### src/rtl/hc_cmd_pkg.sv
package hc_cmd_pkg;

  // Bit positions inside the command word (software decodes these)
  localparam int RUN_B  = 0;
  localparam int SUSP_B = 3;
  localparam int FGR_B  = 4;
  localparam int DBG_B  = 5;
  localparam int CFG_B  = 6;
  localparam int MAXP_B = 7;
  localparam int LOOP_B = 8;

  // Strobes from the control unit to the register datapath
  typedef struct packed {
    logic ldRun;     // load run bit with runVal
    logic runVal;
    logic ldDbg;     // load debug bit from write data
    logic ldSusp;    // load suspend bit with suspVal
    logic suspVal;
    logic ldMisc;    // load loopback, packet select and semaphore
    logic setFgr;    // raise force-resume
    logic clrFgr;    // drop force-resume
    logic startEop;  // begin end-of-packet hold
    logic endEop;    // end-of-packet finished
  } cmdStrobe_t;

  // Register state returned to the control unit
  typedef struct packed {
    logic run;
    logic susp;
    logic fgr;
    logic eopPend;
    logic dbg;
    logic cfg;
    logic maxp;
    logic loop;
  } cmdState_t;

endpackage

### src/rtl/hc_cmd_ctrl.sv
module hc_cmd_ctrl
  import hc_cmd_pkg::*;
#(
  parameter int CMD_W = 16
) (
  input  logic             clk,
  input  logic             rstN,
  input  logic             wrEn,
  input  logic [CMD_W-1:0] wrData,
  input  logic             txnDone,
  input  logic             txnActive,
  input  logic             resumeEvt,
  input  logic             eopDone,
  input  cmdState_t        state,
  output cmdStrobe_t       strb,
  output logic             halted
);

  logic wrRun, wrSusp, wrFgr;
  logic fgrWritable;
  logic wakeSeen;
  logic stepStop;
  logic unusedWr;

  assign wrRun    = wrData[RUN_B];
  assign wrSusp   = wrData[SUSP_B];
  assign wrFgr    = wrData[FGR_B];
  assign unusedWr = ^{wrData[CMD_W-1:FGR_B+1], wrData[SUSP_B-1:RUN_B+1]};

  // Force-resume is frozen while the closing end-of-packet is pending
  assign fgrWritable = !state.eopPend;

  // Wake event counts only in suspend, before resume has started
  assign wakeSeen = state.susp && resumeEvt && !state.fgr && !state.eopPend && !wrEn;

  // Debug single-step: stop after each finished transaction
  assign stepStop = state.dbg && state.run && txnDone && !wrEn;

  always_comb begin
    strb = '0;
    if (wrEn) begin
      strb.ldRun   = 1'b1;
      strb.runVal  = wrRun;
      strb.ldMisc  = 1'b1;
      strb.ldDbg   = halted;
      strb.ldSusp  = 1'b1;
      strb.suspVal = wrSusp && !state.run && !wrRun;
      if (fgrWritable) begin
        if (wrFgr && !state.fgr) begin
          strb.setFgr = 1'b1;
        end else if (!wrFgr && state.fgr) begin
          strb.clrFgr   = 1'b1;
          strb.startEop = 1'b1;
        end
      end
    end else if (stepStop) begin
      strb.ldRun  = 1'b1;
      strb.runVal = 1'b0;
    end
    if (wakeSeen) begin
      strb.setFgr = 1'b1;
    end
    strb.endEop = state.eopPend && eopDone;
  end

  // Halted tracks the registered run bit with one cycle of lag
  always_ff @(posedge clk) begin
    if (!rstN) begin
      halted <= 1'b1;
    end else if (state.run) begin
      halted <= 1'b0;
    end else if (!txnActive) begin
      halted <= 1'b1;
    end
  end

endmodule

### src/rtl/hc_cmd_datapath.sv
module hc_cmd_datapath
  import hc_cmd_pkg::*;
#(
  parameter int CMD_W     = 16,
  parameter int SMALL_PKT = 32,
  parameter int LARGE_PKT = 64,
  parameter int BYTE_W    = $clog2(LARGE_PKT + 1)
) (
  input  logic              clk,
  input  logic              rstN,
  input  logic [CMD_W-1:0]  wrData,
  input  cmdStrobe_t        strb,
  output cmdState_t         state,
  output logic [CMD_W-1:0]  rdData,
  output logic              runOut,
  output logic              suspendOut,
  output logic              resumeOut,
  output logic              eopReq,
  output logic              loopbackOut,
  output logic [BYTE_W-1:0] reclaimBytes
);

  localparam logic [BYTE_W-1:0] SMALL_V = BYTE_W'(SMALL_PKT);
  localparam logic [BYTE_W-1:0] LARGE_V = BYTE_W'(LARGE_PKT);

  cmdState_t cur;
  logic      unusedWr;

  assign unusedWr = ^{wrData[CMD_W-1:LOOP_B+1], wrData[FGR_B:RUN_B]};

  always_ff @(posedge clk) begin
    if (!rstN) begin
      cur <= '0;
    end else begin
      if (strb.ldRun)  cur.run  <= strb.runVal;
      if (strb.ldSusp) cur.susp <= strb.suspVal;
      if (strb.ldDbg)  cur.dbg  <= wrData[DBG_B];
      if (strb.ldMisc) begin
        cur.cfg  <= wrData[CFG_B];
        cur.maxp <= wrData[MAXP_B];
        cur.loop <= wrData[LOOP_B];
      end
      if (strb.setFgr)      cur.fgr <= 1'b1;
      else if (strb.clrFgr) cur.fgr <= 1'b0;
      if (strb.startEop)    cur.eopPend <= 1'b1;
      else if (strb.endEop) cur.eopPend <= 1'b0;
    end
  end

  assign state = cur;

  // Readback: reserved positions stay zero
  always_comb begin
    rdData         = '0;
    rdData[RUN_B]  = cur.run;
    rdData[SUSP_B] = cur.susp;
    rdData[FGR_B]  = cur.fgr || cur.eopPend;
    rdData[DBG_B]  = cur.dbg;
    rdData[CFG_B]  = cur.cfg;
    rdData[MAXP_B] = cur.maxp;
    rdData[LOOP_B] = cur.loop;
  end

  assign runOut       = cur.run && !cur.susp;
  assign suspendOut   = cur.susp;
  assign resumeOut    = cur.fgr && !cur.eopPend;
  assign eopReq       = cur.eopPend;
  assign loopbackOut  = cur.loop;
  assign reclaimBytes = cur.maxp ? LARGE_V : SMALL_V;

endmodule

### src/rtl/hc_command_block.sv
module hc_command_block
  import hc_cmd_pkg::*;
#(
  parameter int CMD_W     = 16,
  parameter int SMALL_PKT = 32,
  parameter int LARGE_PKT = 64,
  parameter int BYTE_W    = $clog2(LARGE_PKT + 1)
) (
  input  logic              clk,
  input  logic              rstN,
  input  logic              wrEn,
  input  logic [CMD_W-1:0]  wrData,
  output logic [CMD_W-1:0]  rdData,
  input  logic              txnDone,
  input  logic              txnActive,
  input  logic              resumeEvt,
  input  logic              eopDone,
  output logic              runOut,
  output logic              suspendOut,
  output logic              resumeOut,
  output logic              eopReq,
  output logic              loopbackOut,
  output logic              halted,
  output logic [BYTE_W-1:0] reclaimBytes
);

  cmdStrobe_t strb;
  cmdState_t  state;

  hc_cmd_ctrl #(.CMD_W(CMD_W)) u_ctrl (
    .clk       (clk),
    .rstN      (rstN),
    .wrEn      (wrEn),
    .wrData    (wrData),
    .txnDone   (txnDone),
    .txnActive (txnActive),
    .resumeEvt (resumeEvt),
    .eopDone   (eopDone),
    .state     (state),
    .strb      (strb),
    .halted    (halted)
  );

  hc_cmd_datapath #(
    .CMD_W     (CMD_W),
    .SMALL_PKT (SMALL_PKT),
    .LARGE_PKT (LARGE_PKT),
    .BYTE_W    (BYTE_W)
  ) u_dp (
    .clk          (clk),
    .rstN         (rstN),
    .wrData       (wrData),
    .strb         (strb),
    .state        (state),
    .rdData       (rdData),
    .runOut       (runOut),
    .suspendOut   (suspendOut),
    .resumeOut    (resumeOut),
    .eopReq       (eopReq),
    .loopbackOut  (loopbackOut),
    .reclaimBytes (reclaimBytes)
  );

endmodule

### config.mk
export PLATFORM = sky130hd
export DESIGN_NAME = hc_command_block
export DESIGN_NICKNAME = d
export VERILOG_FILES = /design/src/rtl/hc_cmd_pkg.sv /design/src/rtl/hc_cmd_ctrl.sv /design/src/rtl/hc_cmd_datapath.sv /design/src/rtl/hc_command_block.sv
export SDC_FILE = /design/constraint.sdc
export NUM_CORES = 1
export LEC_CHECK = 0
export ABC_CLOCK_PERIOD_IN_PS = 1000
export CAP_MARGIN = 40
export CORE_UTILIZATION = 30
export DETAILED_ROUTE_END_ITERATION = 10
export PLACE_DENSITY = 0.79
export SLEW_MARGIN = 20
export SYNTH_ARGS = -nofsm -noshare
export SYNTH_HDL_FRONTEND = slang
export SYNTH_SLANG_ARGS = --single-unit
### constraint.sdc
create_clock -name clk -period 1 [get_ports clk]
set_input_delay 0.1 -clock clk [delete_from_list [all_inputs] [get_ports clk]]
set_output_delay 0.1 -clock clk [all_outputs]
set_load 0.1 [all_outputs]
==> results.json, run 1 <==
{
  "setup_viol": 6,
  "place_hpwl_um": 952,
  "combPwrFrac_pct": 53.3,
  "yosys.area.top_type_share_pct": 31.7,
  "syn_area_sq_um": 568,
  "critPathBufInv": 1,
  "preCtsSetupSlack_ns": -0.224,
  "synthTopCellsByArea": "dfxtp_1 32%, buf_4 28%, nor2b_1 8.8%",
  "dpl_cell_area_sq_um": 976,
  "dr.pass1.iters": 2,
  "cap_violations": 0,
  "syn_inst": 62,
  "start_kind": "flop",
  "syn_area_per_cell_sq_um": 9.16,
  "cp.arrival_ns": 1.01,
  "grt_max_degree": 10,
  "worstSetupPathType": "flop to output pin",
  "n_antenna_cell": 0,
  "antenna_found_initial": 0,
  "clockPowerShare_pct": 19.3,
  "crit_required_ns": 0.90,
  "finish.net_count": 117,
  "wl_per_cell_um": 10.4,
  "cts_made_buffers": 3,
  "die_area_sq_um": 2070,
  "yosysWarningCount": 0,
  "cp_max_fo": 3,
  "start_util_pct": 32.5,
  "fin_crit_sh_pct": 111,
  "cts_num_sinks": 9,
  "num_rows": 15,
  "p_switching_w": 0.000701,
  "cts-htree-levels": 1,
  "drive_gt1_share_pct": 41.9,
  "grt_pass1_vias": 437,
  "power-per-cell-area_nw_per_um2": 1390,
  "areaGrowthSynthToFinish_pct": 85.2,
  "cts_root_buffer": "clkbuf_4",
  "fmax_ghz": 0.898,
  "fillers": 161,
  "coreArea_sq_um": 1750,
  "critical_path.max_stage_delay_ns": 0.35,
  "grt_pass1_wl_um": 1980,
  "fin_tns_setup_ns": -0.239,
  "place.gp.congestion": 0.625,
  "critical_path.slowest_cell": "dfxtp_4",
  "drtIter0Drc": 3,
  "hold_viol": 0,
  "grt_overflow": 0,
  "slew_viol_final": 0,
  "design_area_sq_um": 1050,
  "yosys.area.top_type": "dfxtp_1",
  "switching_share_pct": 47.9,
  "rsz0062_at_grt": "yes",
  "cts_buffer_depth": 2,
  "final_antenna_net_count": 0,
  "p_seq_share_pct": 27.4,
  "end_kind": "output pin",
  "via_count": 458,
  "crit_cells": 2,
  "p_int_w": 0.000763,
  "path_clk_slew_ns": 0.06,
  "hp-class": "input port to flop",
  "finalCriticalPeriod_ns": 1.11,
  "port-buffer-count": 28,
  "clock_skew_ns": 0.00366,
  "hold-path-cell-count": 3,
  "ff2ff_path_depth": 4,
  "hold_slack_ns": 0.335,
  "clock_latency_ns": 0.26,
  "routed_wirelength_um": 1230,
  "status": "finished, violations left",
  "ys_seq_area_share_pct": 31.7,
  "die_h_um": 45.5,
  "violations": "setup timing",
  "cp_top_family": "flip-flops",
  "fp.dieW_um": 45.5,
  "crit_chain": "or2_4 > buf_12",
  "layout_setup_ws_ns": -0.113,
  "vias_per_cell": 3.88,
  "reg2reg_slack_ns": 0.02,
  "vdd_drop_max_mv": 0.939,
  "drc_errors": 0,
  "cts_tree": "done",
  "ys_types": 20,
  "p_total_w": 0.00146,
  "grt_usage_pct": 13.7,
  "p_leak_nw": 0.457,
  "ys_ff_latch": 9,
  "ios": 52
}
## cell type report
type                            count  area, sq um  area share, %
Timing Repair Buffer               36          504           47.9
Multi-Input combinational cell     43          282           26.8
Sequential cell                     9          201           19.1
Tap cell                           25         31.3           2.97
Clock buffer                        4         26.3           2.50
Inverter                            1         7.51          0.713
## layer usage
layer / GRT usage, % / part of all wire (%) / up-vias
met5: 0 / 0 / -
met2: 22.6 / 49 / 28
met3: 5.95 / 11 / 0
met4: 1.82 / 0 / 0
met1: 16.8 / 40 / 201
li1: - / - / 229
## placed cells by master, fill, tap and decap left out
cell type / count
o21a_1: 2
buf_6: 3
dfxtp_2: 2
nor3b_1: 1
dlymetal6s2s_1: 1
o21ai_0: 1
a21boi_0: 2
or2_4: 1
clkbuf_1: 1
o221a_1: 1
dfxtp_4: 5
clkbuf_4: 3
buf_12: 15
nand3b_1: 1
nand3_1: 1
nor2_1: 1
conb_1: 14
clkdlybuf4s50_1: 12
clkinvlp_4: 1
nor2b_4: 2
a21oi_2: 1
nor2b_1: 6
nand2_1: 4
nor4bb_4: 1
mux2i_1: 3
buf_4: 5
nand2b_1: 1
dfxtp_1: 2
## cells in the mapped netlist
cell type  count
dfxtp_1        9
nand2_1        4
nand3b_1       1
o21a_1         2
or2_2          1
o221a_1        1
nor2_1         1
mux2i_1        3
nor2b_1        8
nand2b_1       1
a21boi_0       2
nor4bb_4       1
conb_1         1
buf_4         21
nor3b_1        1
inv_1          1
buf_6          1
o21ai_0        1
nand3_1        1
a21oi_2        1
## state kept, by name (all words and copies together) (netlist names)
register / flops
u_ctrl.halted: 1
u_dp.eopReq: 1
u_dp.state: 1
u_dp.loopbackOut: 1
u_dp.rdData: 4
u_dp.suspendOut: 1
## worst paths after layout
check / start / end
setup / recovery: u_dp.eopReq / rdData[4]
hold / removal: wrEn / u_dp.state[5]
setup reg to reg: u_dp.suspendOut / u_dp.state[5]
hold reg to reg: u_dp.rdData[5] / u_dp.rdData[5]
## through the flow
stage               instances  utilization [%]
floorplan                  75                -
global placement          110             55.9
detailed placement        110             55.9
CTS                       118             59.9
global route              118             60.3
finish                    118             60.3
## repair_timing
action | in CTS | in global routing
resized for setup | 6 | 2
setup endpoints to repair | 7 | 11
gates cloned | 0 | 0
hold buffers | 0 | 0
buffers inserted | 4 | 0
## kinds of logic (layout without fill, tap and decap cells)
logic type             Yosys count  after routing  synth area share [%]
DFF                              9              9                  31.7
AOI/OAI and AO/OA                7              7                  9.69
muxes                            3              3                  5.29
buffers and inverters           23             41                  30.4
and+or+nand+nor                 19             19                  22.2
other                            1             14                 0.660
## power by group through the flow
stage / combinational, W / sequential, W / clock (W)
after floorplan: 0.000557 / 0.000449 / 0
after global placement: 0.000758 / 0.000410 / 0
after detailed placement: 0.000763 / 0.000411 / 0
after CTS: 0.000782 / 0.000400 / 0.000292
after global routing: 0.000803 / 0.000403 / 0.000313
final: 0.000781 / 0.000401 / 0.000283
## worst min-delay path, stage by stage
cell and delay (ns):
dlymetal6s2s_1 0.18, nand2b_1 0.11, o221a_1 0.17
No activity file was read; power rests on OpenSTA's default activity.
==> inputs of run 2 (changes only) <==
--- a/config.mk
+++ b/config.mk
@@ -10,7 +10,6 @@
 export CORE_UTILIZATION = 30
 export DETAILED_ROUTE_END_ITERATION = 10
 export PLACE_DENSITY = 0.79
-export SLEW_MARGIN = 20
 export SYNTH_ARGS = -nofsm -noshare
 export SYNTH_HDL_FRONTEND = slang
 export SYNTH_SLANG_ARGS = --single-unit
==> results of run 2 <==
Final layout, timing and power as in run 1 (identical DEF).
==> inputs of run 3 (changes only) <==
--- a/config.mk
+++ b/config.mk
@@ -7,6 +7,7 @@
 export LEC_CHECK = 0
 export ABC_CLOCK_PERIOD_IN_PS = 1000
 export CAP_MARGIN = 40
+export CORE_MARGIN = 1.5
 export CORE_UTILIZATION = 30
 export DETAILED_ROUTE_END_ITERATION = 10
 export PLACE_DENSITY = 0.79
==> results.json, run 3 (synthesized netlist as in run 1, its figures left out) <==
{
  "status": "finished, violations left",
  "violations": "setup timing",
  "critical_path.slowest_cell": "dfxtp_4",
  "die_h_um": 46.5,
  "drtIter0Drc": 6,
  "critical_path.max_stage_delay_ns": 0.36,
  "coreArea_sq_um": 1750,
  "crit_end": "rdData[4]",
  "start_util_pct": 32.5,
  "crit_chain": "or2_4 > buf_12",
  "port-buffer-count": 28,
  "cts_root_buffer": "clkbuf_4",
  "rsz0062_at_grt": "yes",
  "clock_latency_ns": 0.27,
  "p_seq_share_pct": 27.1,
  "r2r-end": "u_dp.state[5]",
  "cts_tree": "done",
  "start_kind": "flop",
  "hold_slack_ns": 0.443,
  "ios": 52,
  "cts-htree-levels": 1,
  "dpl_cell_area_sq_um": 976,
  "startpoint": "u_dp.eopReq",
  "cts_num_sinks": 9,
  "min_from": "wrData[7]",
  "setup_viol": 6,
  "cts_buffer_depth": 2,
  "p_int_w": 0.000759,
  "combPwrFrac_pct": 53.0,
  "hold_viol": 0,
  "antenna_found_initial": 0,
  "grt_max_degree": 10,
  "dr.pass1.iters": 4,
  "dp.cells": 110,
  "fin_crit_sh_pct": 113,
  "clock_skew_ns": 0.00199,
  "met3_usage_pct": 6.27,
  "hp-class": "input port to flop",
  "design_area_sq_um": 1050,
  "crit_required_ns": 0.90,
  "p_leak_nw": 0.451,
  "finalCriticalPeriod_ns": 1.13,
  "num_rows": 15,
  "via_count": 476,
  "cp_max_fo": 3,
  "vdd_drop_max_mv": 0.772,
  "fp.dieW_um": 46.5,
  "cts_made_buffers": 3,
  "vias_per_cell": 4.03,
  "met2_usage_pct": 18.6,
  "grt_pass1_wl_um": 1680,
  "fin_util_pct": 60.3,
  "busiest_layer": "met2",
  "mostFrequentLayoutCells": "15 x buf_12, 14 x conb_1, 13 x clkdlybuf4s50_1",
  "grt_pass1_vias": 396,
  "switching_share_pct": 48.6,
  "worstSetupPathType": "flop to output pin",
  "grt_overflow": 0,
  "gr-usage-met1_pct": 12.4,
  "slew_viol_final": 0,
  "place.gp.congestion": 0.595,
  "areaGrowthSynthToFinish_pct": 85.2,
  "wl_per_cell_um": 10.2,
  "n_antenna_cell": 0,
  "layout_setup_ws_ns": -0.127,
  "cp.arrival_ns": 1.03,
  "drive_gt1_share_pct": 44.1,
  "finish.net_count": 117,
  "ff2ff_path_depth": 4,
  "grt_usage_pct": 11.6,
  "p_switching_w": 0.000717,
  "hold_buffers": 0,
  "path_clk_slew_ns": 0.07,
  "p_total_w": 0.00148,
  "stdcell_count": 118,
  "fmax_ghz": 0.887,
  "final_common_cell": "buf_12",
  "die_area_sq_um": 2160,
  "clockPowerShare_pct": 20.0,
  "power-per-cell-area_nw_per_um2": 1400,
  "final_antenna_net_count": 0,
  "routed_wirelength_um": 1200,
  "rr_startpoint": "u_dp.suspendOut",
  "cap_violations": 0,
  "fillers": 155,
  "end_kind": "output pin",
  "drc_errors": 0,
  "largest_reg_flops": 4,
  "place_hpwl_um": 960,
  "reg2reg_slack_ns": 0.02
}
-- run 3: layout make-up --
class,instances,area (sq um),share of cell area [%]
timing repair buffer,36,502,47.7
multi-input combinational,43,282,26.8
sequential,9,203,19.3
tap,25,31.3,2.97
clock buffer,3,22.5,2.14
inverter,1,7.51,0.713
clock inverter,1,5.00,0.476
-- run 3: worst min path at each step --
stage	endpoint	slack [ns]	cells after the start
finish	u_dp.rdData[7]	0.44	3
global route	u_dp.rdData[7]	0.45	3
CTS	u_dp.rdData[5]	0.44	3
detailed placement	u_dp.rdData[5]	0.54	2
global placement	u_dp.rdData[5]	0.51	2
floorplan	u_ctrl.halted	0.18	1
-- run 3: routing by layer --
layer | routed length (um) | part of all wire, % | up-vias
met5 | 0 | 0 | -
met2 | 605 | 50 | 30
met4 | 8 | 0.67 | 0
met3 | 115 | 9.6 | 2
li1 | - | - | 228
met1 | 474 | 39 | 216
-- run 3: what timing repair did --
item                                    4_1_cts  5_1_grt
gates resized for setup                       6        3
buffers inserted                              4        0
endpoints found under the setup margin        7       11
-- run 3: critical path, delay by kind of cell, from the launching register on --
family        cells  cell delay [ns]
flops             1             0.36
simple gates      1             0.23
buf+inv           1             0.16
-- run 3: power groups by stage --
| stage | combinational (W) | sequential (W) | clock (W) |
|---|---|---|---|
| finish | 0.000781 | 0.000400 | 0.000295 |
| global route | 0.000803 | 0.000403 | 0.000325 |
| CTS | 0.000782 | 0.000399 | 0.000304 |
| detailed placement | 0.000763 | 0.000410 | 0 |
| global placement | 0.000758 | 0.000409 | 0 |
| floorplan | 0.000557 | 0.000449 | 0 |
-- run 3: through the flow --
step | TNS, ns | setup WS, ns
4_1_cts | -0.438 | -0.140
2_1_floorplan | -0.183 | -0.0791
5_1_grt | -0.609 | -0.154
3_5_place_dp | -1.52 | -0.218
3_3_place_gp | -1.17 | -0.164
6_report | -0.321 | -0.127
